===== src/rtl/cpa_pkg.sv =====
package cpa_pkg;

   localparam int unsigned OPC_W = 8;
   localparam int unsigned LEN_W = 4;

   typedef logic [OPC_W-1:0] opc_t;
   typedef logic [LEN_W-1:0] len_t;

   // extra words that follow a header carrying opcode op
   function automatic len_t cpa_extra_words(input opc_t op);
      len_t n;
      n = '0;
      case (op) inside
         8'h02:                          n = 4'd2;
         [8'h20:8'h23]:                  n = 4'd3;
         [8'h24:8'h27]:                  n = 4'd6;
         [8'h28:8'h2B]:                  n = 4'd4;
         [8'h2C:8'h2F], [8'h34:8'h37]:   n = 4'd8;
         [8'h30:8'h33]:                  n = 4'd5;
         [8'h38:8'h3B]:                  n = 4'd7;
         [8'h3C:8'h3F]:                  n = 4'd11;
         [8'h40:8'h43], [8'h60:8'h63]:   n = 4'd2;
         [8'h48:8'h53], [8'h64:8'h67]:   n = 4'd3;
         [8'h58:8'h5F]:                  n = 4'd4;
         [8'h68:8'h6B], [8'h70:8'h73],
         [8'h78:8'h7B]:                  n = 4'd1;
         [8'h6C:8'h6F], [8'h74:8'h77],
         [8'h7C:8'h7F]:                  n = 4'd2;
         8'h80:                          n = 4'd3;
         8'hA0, 8'hC0:                   n = 4'd2;
         default:                        n = 4'd0;
      endcase
      return n;
   endfunction

endpackage


===== src/rtl/cpa_len_decode.sv =====
module cpa_len_decode
   import cpa_pkg::*;
(
   input  opc_t op,
   output len_t extra,
   output logic single
);
   assign extra  = cpa_extra_words(op);
   assign single = (extra == '0);
endmodule


===== src/rtl/cpa_seq.sv =====
module cpa_seq
   import cpa_pkg::*;
#(
   parameter int unsigned MAX_WORDS = 12,
   localparam int unsigned IDX_W = $clog2(MAX_WORDS)
)(
   input  logic             clk,
   input  logic             rst,
   input  logic             acc,
   input  logic             abort,
   input  len_t             extra,
   input  logic             single,
   output logic [IDX_W-1:0] pend_cnt,
   output logic [IDX_W-1:0] wr_idx,
   output logic             hdr_we,
   output logic             body_we,
   output logic             fire
);
   logic             idle;
   logic             last_body;
   logic             fire_d;
   logic [IDX_W-1:0] pend_q, idx_q;

   assign idle      = (pend_q == '0);
   assign hdr_we    = acc && (idle || abort);
   assign body_we   = acc && !idle && !abort;
   assign last_body = body_we && (pend_q == IDX_W'(1));
   assign fire_d    = (hdr_we && single) || last_body;

   always_ff @(posedge clk) begin
      if (rst) begin
         pend_q <= '0;
         idx_q  <= '0;
         fire   <= 1'b0;
      end else begin
         fire <= fire_d;
         if (hdr_we) begin
            pend_q <= IDX_W'(extra);
            idx_q  <= single ? '0 : IDX_W'(1);
         end else if (body_we) begin
            pend_q <= pend_q - IDX_W'(1);
            idx_q  <= last_body ? '0 : idx_q + IDX_W'(1);
         end else if (abort) begin
            pend_q <= '0;
            idx_q  <= '0;
         end
      end
   end

   assign pend_cnt = pend_q;
   assign wr_idx   = idx_q;
endmodule


===== src/rtl/cpa_buffer.sv =====
module cpa_buffer #(
   parameter int unsigned WORD_W      = 32,
   parameter int unsigned MAX_WORDS   = 12,
   parameter bit          CLEAR_STALE = 1'b1,
   localparam int unsigned IDX_W = $clog2(MAX_WORDS)
)(
   input  logic                        clk,
   input  logic                        rst,
   input  logic                        hdr_we,
   input  logic                        body_we,
   input  logic [IDX_W-1:0]            wr_idx,
   input  logic [WORD_W-1:0]           din,
   output logic [MAX_WORDS*WORD_W-1:0] slots
);
   for (genvar k = 0; k < MAX_WORDS; k++) begin : g_slot
      logic [WORD_W-1:0] q;
      if (k == 0) begin : g_head
         always_ff @(posedge clk) begin
            if (rst)         q <= '0;
            else if (hdr_we) q <= din;
         end
      end else begin : g_body
         logic clr;
         if (CLEAR_STALE) begin : g_clr
            assign clr = hdr_we;
         end else begin : g_keep
            assign clr = 1'b0;
         end
         always_ff @(posedge clk) begin
            if (rst)                                   q <= '0;
            else if (body_we && wr_idx == IDX_W'(k))   q <= din;
            else if (clr)                              q <= '0;
         end
      end
      assign slots[k*WORD_W +: WORD_W] = q;
   end
endmodule


===== src/rtl/cmd_packet_assembler.sv =====
module cmd_packet_assembler
   import cpa_pkg::*;
#(
   parameter int unsigned WORD_W      = 32,
   parameter int unsigned MAX_WORDS   = 12,
   parameter bit          CLEAR_STALE = 1'b1,
   parameter logic [31:0] ABORT_KEY   = 32'h0400_0000
)(
   input  logic                             clk,
   input  logic                             rst,
   input  logic                             in_valid,
   output logic                             in_ready,
   input  logic [WORD_W-1:0]                in_word,
   input  logic                             xfer_active,
   input  logic                             flush,
   input  logic                             ctl_valid,
   input  logic [31:0]                      ctl_arg,
   output logic                             div_valid,
   output logic [WORD_W-1:0]                div_word,
   output logic                             disp_valid,
   output logic [7:0]                       disp_opcode,
   output logic [$clog2(MAX_WORDS+1)-1:0]   disp_count,
   output logic [MAX_WORDS*WORD_W-1:0]      disp_words
);
   localparam int unsigned IDX_W = $clog2(MAX_WORDS);
   localparam int unsigned CNT_W = $clog2(MAX_WORDS+1);

   if (MAX_WORDS < 12) begin : g_chk_depth
      $error("MAX_WORDS must hold the longest packet (12 words)");
   end
   if (WORD_W < OPC_W + 1) begin : g_chk_width
      $error("WORD_W too narrow for an opcode field");
   end

   logic             take, acc, abort;
   opc_t             op;
   len_t             extra;
   logic             single;
   logic [IDX_W-1:0] pend_cnt, wr_idx;
   logic             hdr_we, body_we;
   opc_t             op_q;
   logic [CNT_W-1:0] cnt_q;

   assign in_ready  = !disp_valid;
   assign take      = in_valid && in_ready;
   assign acc       = take && !xfer_active;
   assign abort     = flush || (ctl_valid && ctl_arg == ABORT_KEY);
   assign div_valid = take && xfer_active;
   assign div_word  = in_word;
   assign op        = in_word[WORD_W-1 -: OPC_W];

   cpa_len_decode u_dec (
      .op     (op),
      .extra  (extra),
      .single (single)
   );

   cpa_seq #(.MAX_WORDS(MAX_WORDS)) u_seq (
      .clk      (clk),
      .rst      (rst),
      .acc      (acc),
      .abort    (abort),
      .extra    (extra),
      .single   (single),
      .pend_cnt (pend_cnt),
      .wr_idx   (wr_idx),
      .hdr_we   (hdr_we),
      .body_we  (body_we),
      .fire     (disp_valid)
   );

   cpa_buffer #(
      .WORD_W      (WORD_W),
      .MAX_WORDS   (MAX_WORDS),
      .CLEAR_STALE (CLEAR_STALE)
   ) u_buf (
      .clk     (clk),
      .rst     (rst),
      .hdr_we  (hdr_we),
      .body_we (body_we),
      .wr_idx  (wr_idx),
      .din     (in_word),
      .slots   (disp_words)
   );

   always_ff @(posedge clk) begin
      if (rst) begin
         op_q  <= '0;
         cnt_q <= '0;
      end else if (hdr_we) begin
         op_q  <= op;
         cnt_q <= CNT_W'(extra) + CNT_W'(1);
      end
   end

   assign disp_opcode = op_q;
   assign disp_count  = cnt_q;
endmodule


===== config.mk =====
export PLATFORM = sky130hd
export DESIGN_NAME = cmd_packet_assembler
export DESIGN_NICKNAME = d
export VERILOG_FILES = /design/src/rtl/cpa_pkg.sv /design/src/rtl/cpa_len_decode.sv /design/src/rtl/cpa_seq.sv /design/src/rtl/cpa_buffer.sv /design/src/rtl/cmd_packet_assembler.sv
export SDC_FILE = /design/constraint.sdc
export NUM_CORES = 1
export LEC_CHECK = 0
export BUFFER_PORTS_ARGS = -buffer_cell sky130_fd_sc_hd__buf_2
export CAP_MARGIN = 30
export CORE_MARGIN = 2
export CORE_UTILIZATION = 35
export DETAILED_ROUTE_END_ITERATION = 12
export HOLD_SLACK_MARGIN = 0.1
export SKIP_LAST_GASP = 1
export SYNTH_ARGS = -nofsm -noshare
export SYNTH_HDL_FRONTEND = slang
export SYNTH_SLANG_ARGS = --single-unit

===== constraint.sdc =====
create_clock -name clk -period 4.6 [get_ports clk]
set_clock_uncertainty 0.1 [all_clocks]
set_input_delay 0.46 -clock clk [delete_from_list [all_inputs] [get_ports clk]]
set_output_delay 0.46 -clock clk [all_outputs]
set_load 0.005 [all_outputs]

After elaboration in Yosys (flattened, before gate mapping)
Index checks and enable logic that the tools add are counted.
Storage, ports and cells
  flip-flop bits (word level): 405
  bits of input ports: 70
  output and inout bits: 431
  logic and storage cells: 175
Cells by class
  add/sub/neg operators: 3
  order comparisons: 38
  equal/unequal tests: 17
  muxes and demuxes: 34
  reduce and logical (&&, ||, !) cells: 66
Operator list (count)
  32-bit 2-to-1 mux: 12
  8-bit by 7-bit >= comparator with 1-bit output (second input constant): 11
  8-bit by 7-bit less-or-equal comparator with 1-bit output (second input constant): 11
  4-bit 2-to-1 mux: 20
  8-bit by 6-bit >= comparator with 1-bit output (second input constant): 8
  8-bit by 6-bit less-or-equal comparator with 1-bit output (second input constant): 8
  1-bit logical AND: 39
  32-bit by 27-bit equality test with 1-bit output (second input constant): 1
  8-bit equality test (second input constant): 3
  2-bit nonzero test: 11
  4-bit by 3-bit equality test with 1-bit output (second input constant): 4
  4-bit equality test (second input constant): 4
  4-bit by 1-bit adder with 4-bit output (second input constant): 2
  4-bit by 1-bit equality test with 1-bit output (second input constant): 2
  4-bit by 2-bit equality test with 1-bit output (second input constant): 2
  8-bit by 2-bit equality test with 1-bit output (second input constant): 1
  4-bit zero test: 2
  2-bit OR reduction: 4
  3-bit OR reduction: 2
  1-bit zero test: 4
  4-bit by 1-bit subtractor with 4-bit output (second input constant): 1
  1-bit logical OR: 3
  3-bit nonzero test: 1
  2-bit 2-to-1 mux: 1
  1-bit 2-to-1 mux: 1

Depth between registers and ports, before layout
  depth in word-level cells: 20
  gate-level depth with buffers: 11
  depth with buffers taken out: 9

Hierarchy
A second synthesis with hierarchy kept.
Second synthesis, totals
  cells, all modules: 1585
  area, all modules: 15444.8 um^2
Modules (own cells, without submodules)
  cpa_buffer: times used 1, cells each 1370, area an instance 13694.4 um^2, seq. area each 7687.4 um^2
  cmd_packet_assembler: times used 1, cells each 91, area an instance 807.0 um^2, seq. area each 240.2 um^2
  cpa_seq: times used 1, cells each 72, area an instance 585.6 um^2, seq. area each 180.2 um^2
  cpa_len_decode: times used 1, cells each 52, area an instance 357.8 um^2, seq. area each 0.0 um^2

Worst setup path before layout
No wires, ideal clock.
  kind: input -> register
  from: input port in_word[30]
  to: register u_seq.idx_q[0] (netlist: u_seq.wr_idx[0])
  library setup time: 96 ps
  arrival: 2449 ps
  data required time: 4404 ps
  setup slack: 1955 ps
  stages on the path: 10
  path buffers: 1
  path through: clkbuf_1 nand2_1 or4b_2 a31oi_1 or2_2 inv_1 ha_1 o31ai_1 o22ai_1 a221oi_1
On the way
  cells in the longest elaborated chain, start to end: 20
  elaborated cells between the ends (all ways): 85
  classes of those cells: 38 x order compare; 4 x eq/ne; 17 x mux; 26 x reduce/logical
Ends and longest elaborated chain
  start: declaration: line cmd_packet_assembler.sv:13  | input logic [WORD_W-1:0] in_word,
  branches (longest 16 deep; another with 8-bit by 7-bit >= comparator with 1-bit output)
  4-bit 2-to-1 mux (*): line cpa_pkg.sv:13  | case (op) inside
  4-bit zero test (*): line cpa_len_decode.sv:9  | assign single = (extra == '0);
  1-bit 2-to-1 mux (*): line cpa_seq.sv:39  | idx_q <= single ? '0 : IDX_W'(1);
  4-bit 2-to-1 mux (*): line cpa_seq.sv:37  | if (hdr_we) begin
  end signal: assignment: line cpa_seq.sv:39
  end signal: assignment: line cpa_seq.sv:42  | idx_q <= last_body ? '0 : idx_q + IDX_W'(1);
  end: declaration: line cpa_seq.sv:22  | logic [IDX_W-1:0] pend_q, idx_q;
Every way passes the cells marked *.
A chain may end at the register's enable or synchronous reset.

Worst setup path after layout
  from: register u_seq.fire
  to: register u_buf.g_slot[10].q[30]
On the way
  cells in the longest elaborated chain, start to end: 7
  elaborated cells between the ends (all ways): 9
  classes of those cells: 1 x mux; 8 x reduce/logical
Ends and longest elaborated chain
  start: declaration: line cpa_seq.sv:17  | output logic fire
  start signal: assignment: line cpa_seq.sv:36  | fire <= fire_d;
  1-bit zero test (*): line cmd_packet_assembler.sv:44  | assign in_ready = !disp_valid;
  1-bit logical AND (*): line cmd_packet_assembler.sv:45  | assign take = in_valid && in_ready;
  1-bit logical AND (*): line cmd_packet_assembler.sv:46  | assign acc = take && !xfer_active;
  1-bit logical AND (2 in series): line cpa_seq.sv:26  | assign body_we = acc && !idle && !abort;
  1-bit logical AND: line cpa_buffer.sv:31  | else if (body_we && wr_idx == IDX_W'(k)) q <= din;
  32-bit 2-to-1 mux / 2-bit nonzero test (equally long branches)
  end signal: assignment: line cpa_buffer.sv:31
  end: declaration: line cpa_buffer.sv:16  | logic [WORD_W-1:0] q;
Every way passes the cells marked *; elsewhere a longest branch is shown, timed or not.

==> results.md <==
* DRC Markers at 0
* Resize count post-CTS at 0
* Initial DRC count at 1599
* Worst Setup End Kind: register
* Multi-input logic area at 8460 µm²
* Die Footprint at 56600 µm²
* Warnings from Yosys at 0
* Post-Synthesis Cells at 2061
* Initial Util at 35.5%
* Die H at 238 µm
* Worst path required time at 4.92 ns
* Fin crit period at 3.03 ns
* CTS tree: built
* Lkg Pwr at 10.1 nW
* Post-layout worst setup margin at 1.57 ns
* Synthesized area per cell at 9.29 µm²
* Fmax at 0.330 GHz
* Top_reg_cell synth: dfxtp_1
* Routed WL at 73000 µm
* Status: complete, no violations
* Crit-path max FO at 37
* Sequential share of the synthesized area at 41.5%
* Fillers at 5233
* IO Pins at 501
* Max_slew headroom at 29.9%
* Ys async rst share at 0%
* CTS max path bufs at 3
* Max-cap violations at 0
* Hold crit path type: input pin to register
* Gr ovfl total at 0
* CTS root buf: clkbuf_16
* RSZ-0062 raised after global routing: no
* Routability cong. at 0.807
* Wire per inst at 23.3 µm
* Pre-Repair DR Iteration Count at 5
* Post-Syn Nets at 2140
* Port Buffers at 500
* Clk_lat worst skew at 0.57 ns
* Area Overhead vs Synth at 23.2%
* Vias in the first global route at 16300
* CTS Buf Count at 44
* FF/Latch Area at 7950 µm²
* Synth Cell Area at 19100 µm²
* Chip Width at 238 µm
* Setup TNS at 0 ns
* Vias at 17300
* Nets at 2480
* Number of core rows at 85
* Worst slack, placed at 1.16 ns
* Clock Pin Slew Worst Setup and Hold Paths at 0.06 ns
* Global-route wire length before repair at 105000 µm
* Initial antenna violation count at 0
* Share of post-route cells with drive strength above 1 at 37.3%
* WP data arrival at 3.35 ns
* Fin crit share at 65.8%
* GRT Resource Usage Total at 24.6%
* # Post-CTS Setup Buffers at 0
* Largest net degree at the start of global routing at 165
* Post-synth EDFFs at 0
* Crit start category: register
* Final max-slew violation count at 0
* H-tree Lvls at 2
* ANT nets after route at 0
* Via density at 5.53
* Synth Register Bits at 397
* Hold_buf cts at 24
* WS Path Type: register to register
* Post-DP HPWL at 47100 µm
* Worst slew pin tran at 1.05 ns
* Hold Violations, Final at 0
* Final setup vio count at 0
* Maximum vdd ir drop at 0.195 mV
* Cell variety after synth at 60
* Core Region at 53900 µm²
* # clock sinks at 397
* Power per Cell Area at 326 nW/µm²
-- routing by layer --
metal | global-route usage [%] | up-vias | wire [µm]
met5 | 0 | - | 0
met4 | 9.74 | 0 | 2980
met3 | 4.92 | 136 | 5600
met2 | 39.0 | 788 | 33400
met1 | 32.8 | 8433 | 31100
li1 | - | 7988 | -
-- cell type report --
| type | count | share of cell area, % |
|---|---|---|
| Antenna cell | 1 | 0.0106 |
| Tap cell | 696 | 3.69 |
| Clock buffer | 64 | 5.50 |
| Inverter | 362 | 5.76 |
| Timing Repair Buffer | 594 | 14.8 |
| Clock inverter | 18 | 0.685 |
| Sequential cell | 397 | 33.7 |
| Multi-Input combinational cell | 1002 | 35.9 |
-- metrics by stage --
stage	hold WS [ns]	instance area, µm²	std cells	total power [mW]	utilization [%]
floorplan	0.353	19100	2061	3.87	-
global placement	0.348	21700	3017	4.12	40.2
detailed placement	0.351	21800	3026	4.14	40.5
CTS	0.100	23500	3132	7.73	43.7
global route	0.128	23600	3133	7.91	43.7
finish	0.141	23600	3134	7.68	43.7
-- power breakdown --
part | internal (mW) | total (mW) | switching, mW | leakage (nW)
combinational | 0.164 | 0.614 | 0.450 | 6.19
sequential | 3.46 | 3.47 | 0.0152 | 3.20
clock | 2.08 | 3.59 | 1.51 | 0.714
total | 5.70 | 7.68 | 1.98 | 10.1
-- cell usage after synthesis (5+ instances only) --
| library cell | instances | area share, % |
|---|---|---|
| a21oi_1 | 37 | 0.97 |
| a31oi_1 | 5 | 0.16 |
| and2_1 | 6 | 0.20 |
| and2_4 | 6 | 0.27 |
| buf_1 | 17 | 0.33 |
| buf_2 | 33 | 0.86 |
| buf_4 | 53 | 2.1 |
| buf_6 | 27 | 1.6 |
| clkbuf_1 | 170 | 3.3 |
| dfxtp_1 | 397 | 42 |
| ha_1 | 9 | 0.59 |
| inv_1 | 362 | 7.1 |
| nand2_1 | 10 | 0.20 |
| nand2b_1 | 7 | 0.23 |
| nand3_1 | 389 | 10 |
| nor2_1 | 13 | 0.25 |
| nor2b_1 | 35 | 1.1 |
| nor3_1 | 9 | 0.24 |
| nor3_2 | 8 | 0.42 |
| nor4_1 | 8 | 0.26 |
| o21ai_0 | 44 | 1.2 |
| o22ai_1 | 5 | 0.16 |
| o41ai_1 | 150 | 6.9 |
| o41ai_2 | 202 | 17 |
-- worst paths after layout --
path / start / end / slack (ns) / cells after the start
max: u_seq.fire$_SDFF_PP0_ / u_buf.g_slot[10].q[30]$_SDFFE_PP0P_ / 1.57 / 6
min: in_word[10] / u_buf.g_slot[0].q[10]$_SDFFE_PP0P_ / 0.14 / 3
max reg2reg: u_seq.fire$_SDFF_PP0_ / u_buf.g_slot[10].q[30]$_SDFFE_PP0P_ / 1.57 / 6
min reg2reg: u_buf.g_slot[4].q[30]$_SDFFE_PP0P_ / u_buf.g_slot[4].q[30]$_SDFFE_PP0P_ / 0.36 / 2
-- cells in the final DEF (no fill, tap or decap), drive strengths merged, types with 12 or more instances in the layout --
| cell type | count |
|---|---|
| nand3 | 389 |
| a21oi | 37 |
| nor3 | 17 |
| dfxtp | 397 |
| clkbuf | 64 |
| nor4 | 12 |
| nor2 | 13 |
| o41ai | 352 |
| dlygate4sd3 | 24 |
| and2 | 13 |
| inv | 364 |
| o21ai | 45 |
| buf | 570 |
| nor2b | 35 |
-- kinds of logic after synthesis --
family	synth area share, %
muxes	0.0588
xor gates and xnor gates	0.0458
and+or+nand+nor	15.2
buffers and inverters	15.3
DFF	41.5
adders and majority gates	0.588
AOI/OAI and AO/OA	27.3
-- sequential cells by signal, indices dropped and copies added (netlist names) --
| register | count |
|---|---|
| u_buf.g_slot.q | 384 |
| disp_count | 4 |
| u_seq.pend_cnt | 4 |
| u_seq.wr_idx | 4 |
| u_seq.fire | 1 |
-- worst max-delay path, stage by stage (launching register included) --
cell and delay, ns:
dfxtp_1 0.35, nor3b_2 0.76, nand4_4 0.13, buf_4 0.32, nand2_4 0.54, buf_4 0.49
o41ai_2 0.13
No activity file was read; power rests on OpenSTA's default activity.
